<file path="src/rtl/mac_pipe_pkg.sv">
package mac_pipe_pkg;

  typedef enum logic [2:0] {
    OP_IDLE    = 3'd0,
    OP_ACC_LD  = 3'd1,
    OP_CLR_LD  = 3'd2,
    OP_MAC_ADD = 3'd3,
    OP_MAC_SUB = 3'd4,
    OP_P_MOVE  = 3'd5,
    OP_P_ADD   = 3'd6,
    OP_RSVD    = 3'd7
  } mac_op_e;

  // operations that latch a new X/Y pair
  function automatic logic op_loads_xy(input logic [2:0] op);
    return (op == OP_CLR_LD) || (op == OP_MAC_ADD) || (op == OP_MAC_SUB);
  endfunction

  // operations that refresh the zero/sign flags
  function automatic logic op_sets_flags(input logic [2:0] op);
    return (op >= OP_CLR_LD) && (op <= OP_P_ADD);
  endfunction

endpackage

</file>
<file path="src/rtl/mac_opnd_regs.sv">
module mac_opnd_regs #(
  parameter int DATA_W = 16
) (
  input  logic              clk,
  input  logic              rst_n,
  input  logic              load_i,
  input  logic [DATA_W-1:0] x_i,
  input  logic [DATA_W-1:0] y_i,
  output logic [DATA_W-1:0] x_q,
  output logic [DATA_W-1:0] y_q,
  output logic              pend_q
);

  logic [DATA_W-1:0] x_d, y_d;
  logic              pend_d;

  always_comb begin
    x_d    = x_q;
    y_d    = y_q;
    pend_d = load_i;
    if (load_i) begin
      x_d = x_i;
      y_d = y_i;
    end
  end

  always_ff @(posedge clk or negedge rst_n) begin
    if (!rst_n) begin
      x_q <= '0;
      y_q <= '0;
    end else if (load_i) begin
      x_q <= x_d;
      y_q <= y_d;
    end
  end

  always_ff @(posedge clk or negedge rst_n) begin
    if (!rst_n) pend_q <= 1'b0;
    else        pend_q <= pend_d;
  end

endmodule

</file>
<file path="src/rtl/mac_mult.sv">
module mac_mult #(
  parameter int DATA_W = 16,
  parameter bit FWD_EN = 1'b1,
  localparam int PROD_W = 2 * DATA_W
) (
  input  logic              clk,
  input  logic              rst_n,
  input  logic [DATA_W-1:0] x_q,
  input  logic [DATA_W-1:0] y_q,
  input  logic              pend_i,
  output logic [PROD_W-1:0] prod_q,
  output logic [PROD_W-1:0] held_o
);

  logic signed [PROD_W-1:0] mul_w;
  logic        [PROD_W-1:0] prod_d;

  always_comb begin
    mul_w = $signed(x_q) * $signed(y_q);
    prod_d = pend_i ? PROD_W'(mul_w) : prod_q;
  end

  always_ff @(posedge clk or negedge rst_n) begin
    if (!rst_n)      prod_q <= '0;
    else if (pend_i) prod_q <= prod_d;
  end

  generate
    if (FWD_EN) begin : g_bypass
      assign held_o = prod_d;
    end else begin : g_no_bypass
      assign held_o = prod_q;
    end
  endgenerate

endmodule

</file>
<file path="src/rtl/mac_acc_unit.sv">
module mac_acc_unit
  import mac_pipe_pkg::*;
#(
  parameter int ACC_W  = 32,
  parameter int PROD_W = 32
) (
  input  logic              clk,
  input  logic              rst_n,
  input  logic [2:0]        op_i,
  input  logic [ACC_W-1:0]  acc_i,
  input  logic [PROD_W-1:0] held_i,
  output logic [ACC_W-1:0]  acc_q,
  output logic              zero_q,
  output logic              neg_q
);

  logic [ACC_W-1:0] held_ext, held_sh, acc_d;
  logic             acc_en, flag_en, zero_d, neg_d;

  always_comb begin
    held_ext = ACC_W'($signed(held_i));
    held_sh  = held_ext << 1;
    acc_d    = acc_q;
    acc_en   = 1'b1;
    case (op_i)
      OP_ACC_LD:  acc_d = acc_i;
      OP_CLR_LD:  acc_d = '0;
      OP_MAC_ADD: acc_d = acc_q + held_ext;
      OP_MAC_SUB: acc_d = acc_q - held_ext;
      OP_P_MOVE:  acc_d = held_sh;
      OP_P_ADD:   acc_d = acc_q + held_sh;
      default:    acc_en = 1'b0;
    endcase
    flag_en = op_sets_flags(op_i);
    zero_d  = (acc_d == '0);
    neg_d   = acc_d[ACC_W-1];
  end

  always_ff @(posedge clk or negedge rst_n) begin
    if (!rst_n)      acc_q <= '0;
    else if (acc_en) acc_q <= acc_d;
  end

  always_ff @(posedge clk or negedge rst_n) begin
    if (!rst_n) begin
      zero_q <= 1'b0;
      neg_q  <= 1'b0;
    end else if (flag_en) begin
      zero_q <= zero_d;
      neg_q  <= neg_d;
    end
  end

endmodule

</file>
<file path="src/rtl/mac_pipe_unit.sv">
module mac_pipe_unit
  import mac_pipe_pkg::*;
#(
  parameter int DATA_W = 16,
  parameter int ACC_W  = 32,
  parameter bit FWD_EN = 1'b1
) (
  input  logic              clk,
  input  logic              rst_n,
  input  logic [2:0]        op_i,
  input  logic [DATA_W-1:0] x_i,
  input  logic [DATA_W-1:0] y_i,
  input  logic [ACC_W-1:0]  acc_i,
  output logic [ACC_W-1:0]  acc_o,
  output logic [2*DATA_W-1:0] prod_o,
  output logic              zero_o,
  output logic              neg_o
);

  localparam int PROD_W = 2 * DATA_W;

  logic [1:0]        rst_sync;
  logic              rst_int_n;
  logic [DATA_W-1:0] x_q, y_q;
  logic              pend;
  logic [PROD_W-1:0] held;

  // asynchronous assert, synchronous release
  always_ff @(posedge clk or negedge rst_n) begin
    if (!rst_n) rst_sync <= 2'b00;
    else        rst_sync <= {rst_sync[0], 1'b1};
  end
  assign rst_int_n = rst_sync[1];

  mac_opnd_regs #(.DATA_W(DATA_W)) u_opnd (
    .clk    (clk),
    .rst_n  (rst_int_n),
    .load_i (op_loads_xy(op_i)),
    .x_i    (x_i),
    .y_i    (y_i),
    .x_q    (x_q),
    .y_q    (y_q),
    .pend_q (pend)
  );

  mac_mult #(.DATA_W(DATA_W), .FWD_EN(FWD_EN)) u_mult (
    .clk    (clk),
    .rst_n  (rst_int_n),
    .x_q    (x_q),
    .y_q    (y_q),
    .pend_i (pend),
    .prod_q (prod_o),
    .held_o (held)
  );

  mac_acc_unit #(.ACC_W(ACC_W), .PROD_W(PROD_W)) u_acc (
    .clk    (clk),
    .rst_n  (rst_int_n),
    .op_i   (op_i),
    .acc_i  (acc_i),
    .held_i (held),
    .acc_q  (acc_o),
    .zero_q (zero_o),
    .neg_q  (neg_o)
  );

endmodule

</file>
<file path="config.mk">
export PLATFORM = sky130hd
export DESIGN_NAME = mac_pipe_unit
export DESIGN_NICKNAME = d
export VERILOG_FILES = /design/src/rtl/mac_pipe_pkg.sv /design/src/rtl/mac_opnd_regs.sv /design/src/rtl/mac_mult.sv /design/src/rtl/mac_acc_unit.sv /design/src/rtl/mac_pipe_unit.sv
export SDC_FILE = /design/constraint.sdc
export NUM_CORES = 1
export LEC_CHECK = 0
export BUFFER_PORTS_ARGS = -buffer_cell sky130_fd_sc_hd__buf_2
export CORE_ASPECT_RATIO = 0.75
export CORE_MARGIN = 1
export CORE_UTILIZATION = 35
export DETAILED_ROUTE_END_ITERATION = 12
export PLACE_DENSITY = 0.56
export SLEW_MARGIN = 20
export SYNTH_ARGS = -nofsm -noshare
export SYNTH_HDL_FRONTEND = slang
export SYNTH_SLANG_ARGS = --single-unit
</file>
<file path="constraint.sdc">
create_clock -name clk -period 6.8 [get_ports clk]
set_input_delay 0.34 -clock clk [delete_from_list [all_inputs] [get_ports clk]]
set_output_delay 0.34 -clock clk [all_outputs]
set_load 0.01 [all_outputs]
</file>
; Word-level counts from Yosys, hierarchy flattened
; Index checks and enable logic that the tools add are counted.
[classes]
add_sub_neg = 3
n_mul = 1
n_lt_le_gt_ge = 2
eq_ne = 6
n_mux = 3
reduce_logical = 5
[ops]
columns = operator, n
row1 = $pmux W32 S6, 1
row2 = $add A32 B32 Y32, 2
row3 = $logic_not A32 Y1, 1
row4 = $mul A16 B16 Y32, 1
row5 = $mux W32, 1
row6 = $sub A32 B32 Y32, 1
row7 = $eq A3 B3 Y1 const B, 3
row8 = $eq A3 B2 Y1 const B, 2
row9 = $reduce_or A6 Y1, 1
row10 = $eq A3 B1 Y1 const B, 1
row11 = $ge A3 B2 Y1 const B, 1
row12 = $le A3 B3 Y1 const B, 1
row13 = $logic_or A1 B1 Y1, 2
row14 = $logic_and A1 B1 Y1, 1
row15 = $mux W1, 1
[word_totals]
register_bits = 101
input_bits = 69
out_inout_bits = 66
word_cells = 28

; Depth between registers and ports, before layout
; Gate-level depths: netlist of the first run.
[depth]
word_depth = 5
mapped_depth = 41
ltp_nobuf = 38

; Modules after synthesis
; Synthesis of the first run repeated with hierarchy kept, for this count alone.
[unflattened]
hier_cells = 2179
area_unflattened_um2 = 19352.3
[modules_own_cells]
columns = module, n_inst, cells_each, area_per_inst_um2, seq_area_each_um2
row1 = mac_mult, 1, 1232, 11539.8, 800.8
row2 = mac_acc_unit, 1, 873, 6373.6, 850.8
row3 = mac_opnd_regs, 1, 69, 1370.1, 825.8
row4 = mac_pipe_unit, 1, 5, 68.8, 50.0

; Worst setup path after synthesis of the first run
; No wires, ideal clock.
[synth_path]
path_type = flip-flop to flip-flop
from = reg u_opnd.y_q[1]
to = reg u_acc.zero_q
arrival_ps = 8897
slack_ps = -2189
stages_incl_launch_ff = 36
synth_period_minus_slack_ps = 8989
cell_sequence = dfrtp_1 clkbuf_1 nand2_1 fa_1 fa_1 fa_1 fa_1 inv_1 fa_1 inv_1 fa_1 inv_1 ha_1 buf_2 and3_1 nand2_1 a21oi_1 or4b_1 a32o_1 nor4b_1 and2_1 nor2_1 xnor2_1 ha_1 clkbuf_1 o21a_1 o2111ai_1 o211ai_1 o21ba_2 o21a_1 xnor2_1 o211ai_1 or4b_2 nor4_1 nand4bb_1 o31ai_2
[synth_between]
elab_chain_len = 5
word_cells_on_any_way = 7
cone_classes = add/sub: 3 / mul: 1 / mux: 2 / reduce/logical: 1
[synth_rtl]
columns = item, line
row1 = from (decl), mac_opnd_regs.sv:10  ; output logic [DATA_W-1:0] y_q,
row2 = from (signal assigned), mac_opnd_regs.sv:33  ; y_q <= y_d;
row3 = $mul A16 B16 Y32 *, mac_mult.sv:19  ; mul_w = $signed(x_q) * $signed(y_q);
row4 = $mux W32 *, mac_mult.sv:20  ; prod_d = pend_i ? PROD_W'(mul_w) : prod_q;
row5 = via held[15], mac_pipe_unit.sv:26  ; logic [PROD_W-1:0] held;
row6 = "$sub A32 B32 Y32, or another cell as far along", mac_acc_unit.sv:29  ; OP_MAC_SUB: acc_d = acc_q - held_ext;
row7 = $pmux W32 S6 *, mac_acc_unit.sv:25  ; case (op_i)
row8 = $logic_not A32 Y1 *, mac_acc_unit.sv:35  ; zero_d = (acc_d == '0);
row9 = to (signal assigned), mac_acc_unit.sv:49  ; zero_q <= zero_d;
row10 = to (decl), mac_acc_unit.sv:13  ; output logic zero_q,
; The timed path passes the listed nets; every way through them passes the cells marked *.
; A chain may end at the register's enable or synchronous reset.

; Final worst setup path of the first run
[layout_path]
from = reg u_opnd.x_q[8]
to = reg u_acc.zero_q
[layout_between]
elab_chain_len = 5
word_cells_on_any_way = 7
cone_classes = add/sub: 3 / mul: 1 / mux: 2 / reduce/logical: 1
[layout_rtl]
columns = item, line
row1 = from (decl), mac_opnd_regs.sv:9  ; output logic [DATA_W-1:0] x_q,
row2 = from (signal assigned), mac_opnd_regs.sv:29  ; x_q <= '0;
row3 = from (signal assigned), mac_opnd_regs.sv:32  ; x_q <= x_d;
row4 = $mul A16 B16 Y32 *, mac_mult.sv:19
row5 = $mux W32 *, mac_mult.sv:20
row6 = via held[15], mac_pipe_unit.sv:26
row7 = "$sub A32 B32 Y32, or another cell as far along", mac_acc_unit.sv:29
row8 = $pmux W32 S6 *, mac_acc_unit.sv:25
row9 = $logic_not A32 Y1 *, mac_acc_unit.sv:35
; Marked as above.

==> qor.yml, run 1 <==
async_flop_share: 1.00
min_path_cells: 3
worst_slew_pin_slew_ns: 1.17
cpMostUsedCell: "fa_1"
crit_start: "u_opnd.x_q[8]"
critPathLaunchType: "register"
reg2reg_to: "u_acc.zero_q"
synth_common_cells: "inv_1 (358), fa_1 (264), nand2_1 (234)"
cts_buffers: 9
fin_crit_sh: 1.33
synth_area_leader_cell: "fa_1"
hold_path_end: "u_opnd.y_q[15]"
cts.sinks: 101
yosysMostFrequentCell: "inv_1"
ff_latch_area_sq_mm: 0.00255
status: "finished, violations left"
drv_cap: 0
fill_cells: 5399
drtIter0Drc: 1623
period_needed_ns: 9.05
ys_ff_latch: 101
violations: "setup timing"
drc: 0
endpoint_kind: "register"
synth_warnings: 0
arrival_ns: 9.38
numPortBuffers: 134
setup_viol: 23
syn_to_final_growth_pct: 36.0
rrSetupSlack_ns: -2.25
synth-edff-count: 0
vias: 19100
clk_path_buf_depth: 2
rr_worst_depth: 35
relSlewSlack: 0.220
critPathRequiredTime_ns: 7.13
grt_pass1_vias: 20100
slowest_stage: "fa_1"
syn-instance-count: 2302
cp_top_family: "adder cells"
initial_core_util: 0.358
wire_per_inst_um: 20.4
track_usage: 0.263
synthTopCellsByArea: "fa_1 (27%), dfrtp_1 (13%), ha_1 (9.1%), inv_1 (6.8%), nand2_1 (4.5%)"
grt_pass1_wl_um: 116000
hold_path.class: "in2reg"
cpPeakStageDelay_ns: 0.54
syn_area_per_cell_sq_um: 8.56
io_pins: 135
ys_seq_area_frac: 0.128
min_from: "y_i[15]"
final.setup_skew_ns: 0.0219
core_area_sq_mm: 0.0550
ant_nets: 0
r2r_start: "u_opnd.x_q[8]"
tritoncts: "done"
num_rows: 74
drtPass1Iterations: 8
netlist_area_sq_mm: 0.0197
place_area_sq_mm: 0.0248
synth_top_area_frac: 0.268
postLayoutCellArea_sq_mm: 0.0268
die-area_sq_mm: 0.0573
cp_max_fo: 3
gp_congestion: 1.01
slew_viol_final: 0
die_x_um: 276
drt_wl_total_um: 73900
yosys_most_used_dff: "dfrtp_1"
vias_per_cell: 5.27
finalHoldViolations: 0
path_clk_slew_ns: 0.10
grt_max_degree: 59
setup_ws_ns: -2.25
drive_above_1_share: 0.342
globalRouteOverflowTotal: 0
antenna_found_initial: 1
die_h_um: 208
synthDistinctLibCells: 95
path_class: "reg2reg"
multi_input_area_sq_mm: 0.0167
htree_levels: 3
synth_nets: 2779
rsz0062_at_grt: "true"
worst_skew_pair.late_latency_ns: 0.42
fin_nets: 3368
dp_hpwl_um: 60900
root_buffer: "clkbuf_16"
crit_buf_inv: 6
fmax_mhz: 111
antenna_cells: 0
[sequential cells by signal, indices dropped and copies added (netlist names)]
name,cells
rst_sync,2
u_mult.prod_q,32
u_acc.zero_q,1
u_opnd.x_q,16
u_acc.neg_q,1
u_opnd.pend_q,1
u_acc.acc_q,32
u_opnd.y_q,16
[stage by stage]
stage | util | setup TNS, ns | hold WS, ns | setup slack [ns] | std cells
finish | 0.487 | -27.88 | 0.139 | -2.25 | 3618
global route | 0.487 | -34.37 | 0.142 | -2.52 | 3618
CTS | 0.477 | -27.03 | 0.121 | -2.18 | 3598
detailed placement | 0.451 | -32.25 | 0.128 | -2.50 | 3541
global placement | 0.451 | -31.14 | 0.125 | -2.39 | 3541
floorplan | - | -14.12 | 0.0444 | -1.68 | 2302
[layout by cell type (no fill, tap or decap), drive strengths merged, types with 14 or more instances in the layout]
cell type and count:
buf 678, inv 362, fa 264, nand2 234, ha 144, nor2 130, and2 123, a21oi 106
o21ai 104, dfrtp 101, xnor2 61, mux2 49, nor3 40, a21o 36, xor2 30, o21a 29
nand3 24, a211oi 24, o31ai 24, a31oi 23, nand2b 21, mux2i 21, o211ai 19, and3 18
nor2b 16, nand4 14, a221oi 14
[worst max-delay path by stage]
stage                               to  slack, ns  depth (start not counted)
final                     u_acc.zero_q      -2.25                         35
after global routing      u_acc.zero_q      -2.52                         35
after CTS                 u_acc.zero_q      -2.18                         35
after detailed placement  u_acc.zero_q      -2.50                         37
after global placement    u_acc.zero_q      -2.39                         37
after floorplan           u_acc.zero_q      -1.68                         36
[routing by layer]
layer  vias up  share of wire  track usage
met1      9547           0.48        0.388
met5         -              0            0
met2       574           0.42        0.390
li1       8874              -            -
met4         0          0.019       0.0626
met3        78          0.076       0.0536
[worst min-delay path, cell delays in order]
cell	delay, ns
buf_2	0.08
nand2_1	0.04
o21ai_0	0.06
[kinds of logic (layout without fill, tap and decap cells)]
| group | count (synthesis) | count (layout) | synth area share |
|---|---|---|---|
| multiplexers | 71 | 71 | 0.0400 |
| flip-flops | 101 | 101 | 0.128 |
| adder cells (fa/ha/maj) | 408 | 408 | 0.360 |
| other | 1 | 1 | 0.000190 |
| buffers and inverters | 461 | 1055 | 0.0909 |
| XOR/XNOR | 91 | 91 | 0.0404 |
| AO/OA/AOI/OAI | 504 | 504 | 0.175 |
| AND/OR/NAND/NOR | 665 | 665 | 0.166 |
[repair_timing]
action	CTS	global route
hold buffers	1	0
setup buffers	41	20
hold endpoints to repair	2	0
endpoints found under the setup margin	25	28
gates resized for setup	160	79
pin swaps	80	70
[area by class of cell]
type	count	share of cell area
inverter	360	0.0505
clock buffer	11	0.00943
tap	722	0.0337
sequential	101	0.0953
clock inverter	5	0.00243
multi-input combinational	1740	0.623
timing repair buffer	679	0.186
Power of run 1 is left out: the tool's default activity adds up to more than one toggle a clock period on the data nets, which glitch-free logic cannot reach.
==> run 2, diff against run 1 <==
--- a/config.mk
+++ b/config.mk
@@ -9,8 +9,9 @@
 export CORE_ASPECT_RATIO = 0.75
 export CORE_MARGIN = 1
 export CORE_UTILIZATION = 35
+export CTS_CLUSTER_DIAMETER = 30
 export DETAILED_ROUTE_END_ITERATION = 12
-export PLACE_DENSITY = 0.56
+export PLACE_DENSITY_LB_ADDON = 0.1
 export SLEW_MARGIN = 20
 export SYNTH_ARGS = -nofsm -noshare
 export SYNTH_HDL_FRONTEND = slang
==> qor.yml, run 2 (synthesized netlist as in run 1, its figures left out) <==
slew_viol_final: 0  # unchanged
fmax_mhz: 111  # about the same
min_from: "y_i[15]"  # unchanged
drtPass1Iterations: 9  # was 8
drtIter0Drc: 1451  # was 1623
path_clk_slew_ns: 0.09  # was 0.10 ns
rrSetupSlack_ns: -2.22  # was -2.25 ns
initial_core_util: 0.358  # unchanged
rr_worst_depth: 39  # was 35
die_x_um: 276  # unchanged
hold_path.class: "in2reg"  # unchanged
endpoint_kind: "register"  # unchanged
final_common_cell: "buf_4"  # unchanged
hold_path_end: "u_opnd.y_q[15]"  # unchanged
antenna_cells: 0  # unchanged
drc: 0  # unchanged
ant_nets: 0  # unchanged
worst_slew_pin_slew_ns: 1.14  # was 1.17 ns
setup_ws_ns: -2.22  # was -2.25 ns
numPortBuffers: 134  # unchanged
cts.sinks: 101  # unchanged
final_cell_mix: "buf_4 (544), inv_1 (340), fa_1 (257), nand2_1 (218), buf_2 (134)"  # was buf_4 (513), inv_1 (349), fa_1 (253), nand2_1 (231), buf_2 (134)
final.setup_skew_ns: 0.0207  # was 0.0219 ns
wire_per_inst_um: 21.1  # was 20.4 um
critPathRequiredTime_ns: 7.14  # was 7.13 ns
grt_pass1_vias: 20600  # was 20100
fin_nets: 3433  # was 3368
fin_util: 0.511  # was 0.487
cpPeakStageDelay_ns: 0.56  # was 0.54 ns
slowest_stage: "fa_2"  # was fa_1
dp_hpwl_um: 63000  # was 60900 um
reg_top3: "u_acc.acc_q x32, u_mult.prod_q x32"  # unchanged
rsz0062_at_grt: "true"  # unchanged
cp_max_fo: 5  # was 3
gp_congestion: 0.987  # was 1.01
violations: "setup timing"  # unchanged
root_buffer: "clkbuf_16"  # unchanged
fin_crit_sh: 1.33  # about the same
place_area_sq_mm: 0.0251  # was 0.0248 sq mm
clk_path_buf_depth: 2  # unchanged
status: "finished, violations left"  # unchanged
finalHoldViolations: 0  # unchanged
grt_max_degree: 59  # unchanged
core_area_sq_mm: 0.0550  # unchanged
tritoncts: "done"  # unchanged
htree_levels: 3  # unchanged
num_rows: 74  # unchanged
vias: 19600  # was 19100
drt_wl_total_um: 77800  # was 73900 um
cpMostUsedCell: "fa_1"  # unchanged
die_h_um: 208  # unchanged
antenna_found_initial: 2  # was 1
cts_buffers: 9  # unchanged
period_needed_ns: 9.02  # was 9.05 ns
postLayoutCellArea_sq_mm: 0.0281  # was 0.0268 sq mm
relSlewSlack: 0.237  # was 0.220
critPathLaunchType: "register"  # unchanged
vias_per_cell: 5.33  # was 5.27
stdcell_count: 3683  # was 3618
drive_above_1_share: 0.384  # was 0.342
setup_viol: 23  # unchanged
placed_cells: 3567  # was 3541
syn_to_final_growth_pct: 42.7  # was 36.0%
grt_pass1_wl_um: 121000  # was 116000 um
r2r_start: "u_opnd.y_q[5]"  # was u_opnd.x_q[8]
track_usage: 0.276  # was 0.263
holdWs_ns: 0.137  # was 0.139 ns
reg2reg_to: "u_acc.zero_q"  # unchanged
globalRouteOverflowTotal: 0  # unchanged
path_class: "reg2reg"  # unchanged
die-area_sq_mm: 0.0573  # unchanged
arrival_ns: 9.35  # was 9.38 ns
min_path_cells: 3  # unchanged
io_pins: 135  # unchanged
worst_skew_pair.late_latency_ns: 0.42  # about the same
drv_cap: 0  # unchanged
[run 2: worst max path at each step]
stage / start / end / slack (ns) / cells past startpoint
after floorplan: u_opnd.y_q[4] / u_acc.zero_q / -1.68 / 36
after global placement: u_opnd.x_q[6] / u_acc.zero_q / -2.63 / 34
after detailed placement: u_opnd.x_q[6] / u_acc.zero_q / -2.72 / 34
after CTS: u_opnd.y_q[1] / u_acc.zero_q / -2.07 / 38
after global routing: u_opnd.y_q[1] / u_acc.zero_q / -2.50 / 38
final: u_opnd.y_q[5] / u_acc.zero_q / -2.22 / 39
[run 2: repair_timing]
action,in CTS,in global routing
pin swaps,126,94
setup endpoints to repair,25,29
hold buffers,1,0
setup buffers,73,44
endpoints found under the hold margin,2,0
gates resized for setup,206,198
[run 2: final cells by class]
cell class / count / area, sq um
Sequential cell: 101 / 2550
Fill cell: 5327 / 26900
Timing Repair Buffer: 744 / 5600
Clock inverter: 5 / 82.6
Tap cell: 722 / 903
Clock buffer: 11 / 243
Multi-Input combinational cell: 1740 / 17400
Inverter: 360 / 1360
[run 2: metrics by stage]
step | worst slack, ns | TNS, ns
4_1_cts | -2.07 | -25.84
3_3_place_gp | -2.63 | -33.06
6_report | -2.22 | -26.90
5_1_grt | -2.50 | -33.58
2_1_floorplan | -1.68 | -14.12
3_5_place_dp | -2.72 | -32.67
[run 2: routing by layer]
metal / share of wire / wire length [um] / GRT usage
met1: 0.48 / 37700 / 0.414
met2: 0.43 / 33600 / 0.423
met3: 0.065 / 5020 / 0.0368
met4: 0.019 / 1450 / 0.0570
met5: 0 / 0 / 0
[run 2: critical path, delay by kind of cell, from the launching register on]
| kind | cells | cell delay (ns) |
|---|---|---|
| buffers and inverters | 10 | 1.00 |
| XOR/XNOR | 2 | 0.34 |
| flip-flops | 1 | 0.45 |
| AND/OR/NAND/NOR | 10 | 2.11 |
| AO/OA/AOI/OAI | 9 | 1.46 |
| adder cells (fa/ha/maj) | 8 | 3.56 |
Power of run 2 is left out for the same reason.
==> run 3, diff against run 2 <==
--- a/config.mk
+++ b/config.mk
@@ -12,6 +12,7 @@
 export CTS_CLUSTER_DIAMETER = 30
 export DETAILED_ROUTE_END_ITERATION = 12
 export PLACE_DENSITY_LB_ADDON = 0.1
+export REMOVE_ABC_BUFFERS = 1
 export SLEW_MARGIN = 20
 export SYNTH_ARGS = -nofsm -noshare
 export SYNTH_HDL_FRONTEND = slang
==> qor.yml, run 3 (synthesized netlist as in run 1, its figures left out) <==
syn_to_final_growth_pct: 40.5  # was 42.7%
cp.depth: 40  # was 39
place_area_sq_mm: 0.0249  # was 0.0251 sq mm
drc: 0  # unchanged
crit_buf_inv: 10  # unchanged
die_x_um: 276  # unchanged
path_clk_slew_ns: 0.09  # about the same
ant_nets: 0  # unchanged
busiest_layer: "met2"  # unchanged
root_buffer: "clkbuf_16"  # unchanged
dp_slack_ns: -2.70  # was -2.72 ns
met1_usage: 0.373  # was 0.414
use_met2: 0.390  # was 0.423
arrival_ns: 9.26  # was 9.35 ns
cp_max_fo: 6  # was 5
globalRouteOverflowTotal: 0  # unchanged
drv_cap: 0  # unchanged
htree_levels: 3  # unchanged
status: "finished, violations left"  # unchanged
r2r_start: "u_opnd.y_q[6]"  # was u_opnd.y_q[5]
io_pins: 135  # unchanged
placed_cells: 3586  # was 3567
setup_ws_ns: -2.14  # was -2.22 ns
vias_per_cell: 5.24  # was 5.33
wire_per_inst_um: 19.5  # was 21.1 um
cpPeakStageDelay_ns: 0.54  # was 0.56 ns
fmax_mhz: 112  # was 111 MHz
min_path_cells: 3  # unchanged
num_rows: 74  # unchanged
critPathLaunchType: "register"  # unchanged
endpoint_kind: "register"  # unchanged
postLayoutCellArea_sq_mm: 0.0277  # was 0.0281 sq mm
rrSetupSlack_ns: -2.14  # was -2.22 ns
cts.sinks: 101  # unchanged
violations: "setup timing"  # unchanged
final_cell_mix: "buf_4 (547), inv_1 (346), fa_1 (257), nand2_1 (222), buf_2 (134)"  # was buf_4 (544), inv_1 (340), fa_1 (257), nand2_1 (218), buf_2 (134)
final.setup_skew_ns: 0.0246  # was 0.0207 ns
reg_top3: "u_acc.acc_q x32, u_mult.prod_q x32"  # unchanged
slowest_stage: "fa_1"  # was fa_2
core_area_sq_mm: 0.0550  # unchanged
rsz0062_at_grt: "true"  # unchanged
hold_path_end: "u_opnd.y_q[15]"  # unchanged
finalHoldViolations: 0  # unchanged
drtPass1Iterations: 7  # was 9
grt_pass1_vias: 19600  # was 20600
worst_skew_pair.late_latency_ns: 0.43  # was 0.42 ns
cpMostUsedCell: "fa_1"  # unchanged
drt_wl_total_um: 71800  # was 77800 um
final_common_cell: "buf_4"  # unchanged
globalRouteMet3Util: 0.0421  # was 0.0368
drtIter0Drc: 1087  # was 1451
cp_top_family: "adder cells"  # unchanged
grt_pass1_wl_um: 113000  # was 121000 um
tritoncts: "done"  # unchanged
worst_slew_pin_slew_ns: 0.999  # was 1.14 ns
relSlewSlack: 0.331  # was 0.237
hold_path.class: "in2reg"  # unchanged
die_h_um: 208  # unchanged
fin_crit_sh: 1.31  # was 1.33
die-area_sq_mm: 0.0573  # unchanged
slew_viol_final: 0  # unchanged
track_usage: 0.253  # was 0.276
reg2reg_to: "u_acc.zero_q"  # unchanged
fin_nets: 3436  # was 3433
setup_viol: 23  # unchanged
min_from: "y_i[15]"  # unchanged
stdcell_count: 3687  # was 3683
numPortBuffers: 134  # unchanged
clk_path_buf_depth: 2  # unchanged
rr_worst_depth: 40  # was 39
critPathRequiredTime_ns: 7.12  # was 7.14 ns
path_class: "reg2reg"  # unchanged
vias: 19300  # was 19600
antenna_found_initial: 1  # was 2
drive_above_1_share: 0.371  # was 0.384
period_needed_ns: 8.94  # was 9.02 ns
gp_congestion: 0.961  # was 0.987
grt_max_degree: 57  # was 59
initial_core_util: 0.358  # unchanged
dp_hpwl_um: 58500  # was 63000 um
cts_buffers: 9  # unchanged
run 3: cell types whose count changed in the layout (fill, tap and decap cells not counted), moves of 7 or more:
cell / delta
xnor2_1: +10
o21ai_1: +9
nor2_2: +8
o21ai_2: -8
a21oi_2: +7
run 3: how the worst max path moves through the flow:
stage / start / endpoint / slack, ns
2_1_floorplan: u_opnd.x_q[7] / u_acc.zero_q / -2.23
3_3_place_gp: u_opnd.x_q[9] / u_acc.zero_q / -2.54
3_5_place_dp: u_opnd.x_q[9] / u_acc.zero_q / -2.70
4_1_cts: u_opnd.y_q[6] / u_acc.zero_q / -2.18
5_1_grt: u_opnd.y_q[5] / u_acc.zero_q / -2.49
6_report: u_opnd.y_q[6] / u_acc.zero_q / -2.14
run 3: layout make-up:
class,instances,area [sq um]
tap,722,903
multi-input combinational,1740,17000
timing repair buffer,747,5580
sequential,101,2550
clock buffer,9,225
inverter,360,1350
clock inverter,7,83.8
antenna,1,2.50
fill,5382,27300
run 3: per-stage QoR:
| step | setup TNS, ns | hold WS, ns | util |
|---|---|---|---|
| final | -25.67 | 0.136 | 0.503 |
| after global routing | -31.69 | 0.141 | 0.503 |
| after floorplan | -23.91 | 0.0444 | - |
| after detailed placement | -34.61 | 0.129 | 0.453 |
| after global placement | -33.05 | 0.127 | 0.453 |
| after CTS | -26.03 | 0.121 | 0.487 |
run 3: timing repair:
item / CTS / global route
setup buffers: 52 / 38
pin swaps: 112 / 91
hold buffers: 1 / 0
resized for setup: 245 / 144
endpoints found under the hold margin: 2 / 0
endpoints found under the setup margin: 23 / 26
run 3: worst register-to-register path: cells and delay by family (launching register included):
| family | cells | cell delay (ns) |
|---|---|---|
| buf+inv | 10 | 0.90 |
| fa+ha+maj | 8 | 3.46 |
| flops | 1 | 0.44 |
| simple gates | 11 | 2.30 |
| compound gates | 8 | 1.32 |
| xor+xnor | 3 | 0.46 |
run 3: routing by layer:
layer | vias up | wire, um
met1 | 9726 | 34700
met5 | - | 20
li1 | 9023 | -
met4 | 2 | 1330
met2 | 469 | 32100
met3 | 83 | 3580
Power of run 3 is left out for the same reason.
